**config.mk**
```make
export PLATFORM = sky130hd
export DESIGN_NAME = txsup_top
export DESIGN_NICKNAME = d
export VERILOG_FILES = /design/src/rtl/txsup_pkg.sv /design/src/rtl/txsup_sync.sv /design/src/rtl/txsup_run_counter.sv /design/src/rtl/txsup_path_fsm.sv /design/src/rtl/txsup_top.sv
export SDC_FILE = /design/constraint.sdc
export NUM_CORES = 1
export LEC_CHECK = 0
export BUFFER_PORTS_ARGS = -buffer_cell sky130_fd_sc_hd__buf_2
export CAP_MARGIN = 20
export CORE_MARGIN = 4
export CORE_UTILIZATION = 25
export DETAILED_ROUTE_END_ITERATION = 8
export PLACE_DENSITY_LB_ADDON = 0.08
export SETUP_SLACK_MARGIN = 0.4
export SLEW_MARGIN = 20
export SYNTH_ARGS = -nofsm -noshare
export SYNTH_HDL_FRONTEND = slang
export SYNTH_SLANG_ARGS = --single-unit
```
**constraint.sdc**
```tcl
create_clock -name clk -period 1.8 [get_ports clk]
set_input_delay 0 -clock clk [delete_from_list [all_inputs] [get_ports clk]]
set_output_delay 0 -clock clk [all_outputs]
set_load 0.05 [all_outputs]
```
**src/rtl/txsup_pkg.sv**
```systemverilog
// Package: shared types for the transmit-path supervisor.
// Assumes: nothing beyond IEEE 1800-2017.
package txsup_pkg;
    typedef enum logic {
        PATH_OFF = 1'b0,
        PATH_ON  = 1'b1
    } path_state_e;
endpackage

```
**src/rtl/txsup_sync.sv**
```systemverilog
// Module: txsup_sync
// Two-flop synchronizer for a vector of independent single-bit inputs.
// Assumes: each bit is a quasi-static level; INIT gives the reset level per bit.
module txsup_sync #(
    parameter int          WIDTH = 4,
    parameter logic [WIDTH-1:0] INIT = '0
) (
    input  logic             clk,
    input  logic             rst_n,
    input  logic [WIDTH-1:0] d_i,
    output logic [WIDTH-1:0] q_o
);
    logic [WIDTH-1:0] stage1_q;
    logic [WIDTH-1:0] stage2_q;

    for (genvar b = 0; b < WIDTH; b++) begin : g_bit
        // Two registers per bit, both loaded with the bit's idle level on reset.
        always_ff @(posedge clk) begin
            if (!rst_n) begin
                stage1_q[b] <= INIT[b];
                stage2_q[b] <= INIT[b];
            end else begin
                stage1_q[b] <= d_i[b];
                stage2_q[b] <= stage1_q[b];
            end
        end
    end

    assign q_o = stage2_q;
endmodule

```
**src/rtl/txsup_run_counter.sv**
```systemverilog
// Module: txsup_run_counter
// Saturating run-length counter. It counts cycles with inc_i high and returns
// to zero on clr_i. hit_o flags the cycle whose edge completes LIMIT counts.
// Assumes: LIMIT >= 1; clr_i takes priority over inc_i.
module txsup_run_counter #(
    parameter int LIMIT = 4,
    localparam int W    = $clog2(LIMIT + 1)
) (
    input  logic clk,
    input  logic rst_n,
    input  logic inc_i,
    input  logic clr_i,
    output logic hit_o
);
    logic [W-1:0] cnt_q;

    // Advance, clear or hold the run count.
    always_ff @(posedge clk) begin
        if (!rst_n || clr_i) begin
            cnt_q <= '0;
        end else if (inc_i && cnt_q != W'(LIMIT)) begin
            cnt_q <= cnt_q + W'(1);
        end
    end

    // The present edge completes the run.
    assign hit_o = inc_i && !clr_i && (cnt_q == W'(LIMIT - 1));


    cnt_bound_chk: assert property (@(posedge clk) disable iff (!rst_n)
        cnt_q <= W'(LIMIT));


    hit_full_chk: assert property (@(posedge clk) disable iff (!rst_n)
        (hit_o && rst_n) |=> (cnt_q == W'(LIMIT)));
endmodule

```
**src/rtl/txsup_path_fsm.sv**
```systemverilog
// Module: txsup_path_fsm
// Holds the supervised path state. A fault turns an enabled path off. A
// completed enable window turns a disabled path on.
// Assumes: fault and window flags are single-cycle pulses from run counters.
module txsup_path_fsm
    import txsup_pkg::*;
(
    input  logic clk,
    input  logic rst_n,
    input  logic fault_i,
    input  logic window_i,
    output logic on_o
);
    path_state_e state_q;

    // Path state register: starts off and moves on fault or window.
    always_ff @(posedge clk) begin
        if (!rst_n) begin
            state_q <= PATH_OFF;
        end else begin
            case (state_q)
                PATH_ON:  if (fault_i)  state_q <= PATH_OFF;
                default:  if (window_i) state_q <= PATH_ON;
            endcase
        end
    end

    assign on_o = (state_q == PATH_ON);


    fault_off_chk: assert property (@(posedge clk) disable iff (!rst_n)
        (on_o && fault_i) |=> !on_o);


    window_only_on_chk: assert property (@(posedge clk) disable iff (!rst_n)
        (!on_o && !window_i) |=> !on_o);


    stay_on_chk: assert property (@(posedge clk) disable iff (!rst_n)
        (on_o && !fault_i) |=> on_o);
endmodule

```
**src/rtl/txsup_top.sv**
```systemverilog
// Module: txsup_top
// Transmit-path supervisor. It runs the mismatch and constant-low checks,
// applies the shared re-enable window and the status-pin override, and
// passes the received level through.
// Assumes: the bus idles high; every window parameter is >= 1 cycle.
module txsup_top #(
    parameter int MISMATCH_CYC = 3,
    parameter int LOW_CYC      = 8,
    parameter int RECOVER_CYC  = 3,
    parameter int ENABLE_CYC   = 5
) (
    input  logic clk,
    input  logic rst_n,
    input  logic txd_i,
    input  logic bus_i,
    input  logic pin_val_i,
    input  logic pin_driven_i,
    output logic tx_en_o,
    output logic pin_val_o,
    output logic pin_oe_o,
    output logic rxd_o
);
    localparam int          SYNC_W    = 4;
    localparam logic [SYNC_W-1:0] SYNC_IDLE = 4'b0111;

    logic [SYNC_W-1:0] raw_in;
    logic [SYNC_W-1:0] syn;
    logic tx_s, bus_s, pval_s, pdrv_s;
    logic mismatch, both_high;
    logic mm_hit, rec_hit, low_hit, win_hit;
    logic sup_on;

    assign raw_in = {pin_driven_i, pin_val_i, bus_i, txd_i};

    txsup_sync #(.WIDTH(SYNC_W), .INIT(SYNC_IDLE)) u_sync (
        .clk(clk), .rst_n(rst_n), .d_i(raw_in), .q_o(syn)
    );

    assign tx_s   = syn[0];
    assign bus_s  = syn[1];
    assign pval_s = syn[2];
    assign pdrv_s = syn[3];

    assign mismatch  = tx_s ^ bus_s;
    assign both_high = tx_s & bus_s;

    // Consecutive mismatch cycles.
    txsup_run_counter #(.LIMIT(MISMATCH_CYC)) u_mismatch (
        .clk(clk), .rst_n(rst_n), .inc_i(mismatch), .clr_i(!mismatch),
        .hit_o(mm_hit)
    );

    // Consecutive transmit-high cycles, used to clear the low accumulation.
    txsup_run_counter #(.LIMIT(RECOVER_CYC)) u_recover (
        .clk(clk), .rst_n(rst_n), .inc_i(tx_s), .clr_i(!tx_s),
        .hit_o(rec_hit)
    );

    // Accumulated transmit-low cycles; held through short high pulses.
    txsup_run_counter #(.LIMIT(LOW_CYC)) u_low (
        .clk(clk), .rst_n(rst_n), .inc_i(!tx_s), .clr_i(rec_hit || !sup_on),
        .hit_o(low_hit)
    );

    // Consecutive cycles with transmit data and bus both high.
    txsup_run_counter #(.LIMIT(ENABLE_CYC)) u_window (
        .clk(clk), .rst_n(rst_n), .inc_i(both_high), .clr_i(!both_high),
        .hit_o(win_hit)
    );

    txsup_path_fsm u_fsm (
        .clk(clk), .rst_n(rst_n), .fault_i(mm_hit || low_hit),
        .window_i(win_hit), .on_o(sup_on)
    );

    // The status pin, when driven, wins over supervision.
    always_comb begin
        tx_en_o = pdrv_s ? !pval_s : sup_on;
    end

    assign pin_oe_o  = !pdrv_s;
    assign pin_val_o = !tx_en_o;
    assign rxd_o     = bus_s;


    rx_latency_chk: assert property (@(posedge clk) disable iff (!rst_n)
        ($past(rst_n) && $past(rst_n, 2)) |-> (rxd_o == $past(bus_i, 2)));


    force_on_chk: assert property (@(posedge clk) disable iff (!rst_n)
        ($past(rst_n) && $past(rst_n, 2) && $past(pin_driven_i, 2)
         && !$past(pin_val_i, 2)) |-> tx_en_o);


    force_off_chk: assert property (@(posedge clk) disable iff (!rst_n)
        ($past(rst_n) && $past(rst_n, 2) && $past(pin_driven_i, 2)
         && $past(pin_val_i, 2)) |-> !tx_en_o);
endmodule

```
==> reports/metrics.yaml <==
job:
  drv.max_cap_violation_count: 0
setup_path:
  timing_worst_setup_path_type: "flip-flop to flip-flop"
  worst_setup_path_end_kind: "flip-flop"
  critPathTopFamily: "simple AND/OR/NAND/NOR gates"
  r2r_setup_slack_ns: 0.43
  cp_arrival_ns: 1.61
  crit_path_start_kind: "flip-flop"
  critical-path-slowest-cell: "sky130_fd_sc_hd__or4_1"
  worstReg2RegEnd: "u_low.cnt_q[2]"
  critical_path.cell_chain: "inv_1 -> ha_1 -> and3b_2 -> or4_1 -> a21oi_1"
  setup.worst_path.start: "u_low.cnt_q[0]"
  worst_ep_required_time_ns: 2.04
  worst-path-max-fanout: 3
  critical_path.n_buffers_inverters: 1
  worst-r2r-cell-count: 5
  crit_path_max_incr_delay_ns: 0.39
  critical_path.reg2reg.startpoint: "u_low.cnt_q[0]"
route:
  wire_per_inst_um: 9.62
  dr_vias_cell: 4.14
  vias: 670
  remaining_drc_errors: 0
  routed_wirelength_mm: 1.56
  drt-pass1-iter-count: 3
  drt_iter0_drc: 25
  drt.antenna.violating_nets: 0
pwr:
  leakagePower_nw: 0.458
  part_of_the_total_power_dissipated_in_combinational_logic: 0.124
  switching_share: 0.255
  power_mw: 0.789
  worst_ir_drop_vdd_mv: 0.322
  power.net_switching_mw: 0.201
  power_per_cell_area_nw_per_um2: 720
  power.internal_mw: 0.588
  p_clk_frac: 0.265
  power.sequential.fraction: 0.611
synthesis:
  post_synth_most_frequent_cells: "sky130_fd_sc_hd__dfxtp_1, sky130_fd_sc_hd__nor2_1, sky130_fd_sc_hd__ha_1, sky130_fd_sc_hd__inv_1, sky130_fd_sc_hd__nand2_1"
  yosysWarningCount: 0
  synth-seq-area-share: 0.460
  synth_top_cell_by_area: "sky130_fd_sc_hd__dfxtp_1"
  synth_async_sr_flop_share: 0
  avg_cell_area_syn_um2: 9.15
  synth.cell_area_um2: 870
  netlist.area_leader.share: 0.460
  number_of_synthesized_flops_with_an_enable_pin: 0
  flip_flop_cell_with_the_highest_count_after_synthesis: "sky130_fd_sc_hd__dfxtp_1"
  post_synth_inst_count: 95
  synth.distinct_cells: 23
  netlist_top_cells_area: "sky130_fd_sc_hd__dfxtp_1, sky130_fd_sc_hd__ha_1, sky130_fd_sc_hd__nor2_1"
  yosysMostFrequentCell: "sky130_fd_sc_hd__dfxtp_1"
  ys_seq_elements: 20
  synthesis.nets: 111
die:
  fp.dieW_um: 67.0
  number_of_top_level_pins: 10
  fp-row-count: 21
  core_region_area_um2: 3340
  floorplan.die.height_um: 67.0
  die-area_um2: 4490
  floorplan.initialDensity: 0.261
finish:
  fraction_of_final_layout_cells_sized_beyond_drive_strength_1: 0.181
  post_synthesis_to_final_layout_area_growth_pct: 26.0
  design.final.nets: 134
  nFillCells: 354
  insertedDiodeCount: 0
placement:
  gp_routability_congestion: 0.684
  detailed_place_hpwl_mm: 1.07
  place_ws_ns: 0.357
  buffer_ports.inserted: 9
global_routing:
  grt_pass1_vias: 722
  global_route_congestion_overflow_total: 0
  wire_length_of_the_first_global_routing_pass_mm: 2.89
  grt_antenna_before_repair: 0
  grt_usage: 0.0834
  grt_max_degree: 14
timing:
  fin_worst_hold_slack_ns: 0.423
  rsz0062_at_grt: "true"
  timing_worst_slew_pin_value_ns: 0.271
  finalCritPeriodShare: 0.762
  max_clock_freq_ghz: 0.729
  totalNegativeSetupSlack_ns: 0
  slew_headroom: 0.817
  final-max-slew-violation-count: 0
  skew_final_ns: 0.0101
  setup_viol_count_final: 0
  final_critical_path_setup_slack_ns: 0.429
  final_hold_vios: 0
  fin_crit_ns: 1.37
hold_path:
  hold_depth: 1
  hold_end: "u_sync.q_o[1]"
  hp-class: "flip-flop to flip-flop"
  min-delay-start: "u_sync.stage1_q[1]"
clock_network:
  cts_tree: "yes"
  ctsRootBufferMaster: "sky130_fd_sc_hd__clkbuf_4"
  worst_skew_pair.late_latency_ns: 0.29
  clock_sink_count: 20
  clk_transition_reported_paths_ns: 0.12
  cts_buffers: 3
  max-clock-path-buffers: 2
  clock_tree.htree_level_count: 1
run_status:
  status: "complete, no violations"
==> worst max path at each step <==
stage | slack (ns) | endpoint | cells after the start
floorplan | 0.45 | u_low.cnt_q[2] | 5
global placement | 0.40 | u_low.cnt_q[2] | 5
detailed placement | 0.36 | u_low.cnt_q[2] | 5
CTS | 0.42 | u_low.cnt_q[2] | 5
global route | 0.36 | u_low.cnt_q[2] | 5
finish | 0.43 | u_low.cnt_q[2] | 5
==> state kept, by name, indices dropped and copies added (netlist names) <==
signal and flops:
u_fsm.on_o 1, u_low.cnt_q 4, u_mismatch.cnt_q 2, u_recover.cnt_q 2, u_sync.q_o 4, u_sync.stage1_q 4
u_window.cnt_q 3
==> stage by stage <==
| step | area, µm² | utilization | cells |
|---|---|---|---|
| CTS | 1090 | 0.328 | 162 |
| detailed placement | 968 | 0.290 | 148 |
| floorplan | 873 | - | 95 |
| finish | 1100 | 0.328 | 162 |
| global placement | 968 | 0.290 | 148 |
| global route | 1100 | 0.328 | 162 |
==> logic make-up (layout without fill, tap and decap cells) <==
group	Yosys count	count (layout)	synth area share
AND/OR/NAND/NOR	39	39	0.235
flip-flops	20	20	0.460
AO/OA/AOI/OAI	11	11	0.0734
buffers and inverters	11	32	0.0475
adder cells (fa/ha/maj)	10	10	0.144
XOR/XNOR	4	4	0.0403
==> timing repair <==
item                       in CTS  in global routing
hold endpoints to repair        6                  0
gates resized for setup         3                  1
pin swaps                       1                  1
hold buffers                    7                  0
setup endpoints to repair       1                  2
setup buffers                   4                  0
==> routing by layer <==
metal | up-vias | global-route usage | wire length (µm)
met1 | 308 | 0.0892 | 760
li1 | 352 | - | -
met5 | - | 0 | 0
met2 | 8 | 0.152 | 738
met4 | 0 | 0.0456 | 14
met3 | 2 | 0.0152 | 43
==> power by group through the flow <==
| stage | Clock [mW] | Sequential [mW] | Combinational, mW |
|---|---|---|---|
| global placement | 0 | 0.491 | 0.0876 |
| floorplan | 0 | 0.490 | 0.0670 |
| global route | 0.236 | 0.485 | 0.113 |
| CTS | 0.223 | 0.482 | 0.0998 |
| detailed placement | 0 | 0.492 | 0.0876 |
| finish | 0.209 | 0.482 | 0.0979 |
==> cell usage in the layout, fill, tap and decap left out, drive strengths merged, types with 2 or more instances in the layout <==
cell type	instances
dlygate4sd3	7
dfxtp	20
ha	10
and2	3
inv	9
nand2b	6
nand2	9
o21ai	2
nand4b	2
a21oi	6
nor2	12
xor2	3
buf	13
clkbuf	3
==> final cells by class <==
cell class	instances	area, µm²	area share
clock buffer	3	22.5	0.0205
inverter	9	33.8	0.0308
multi-input combinational	64	433	0.395
sequential	20	404	0.369
tap	46	57.6	0.0525
timing repair buffer	20	145	0.132
(Power assumes the default switching activity.)
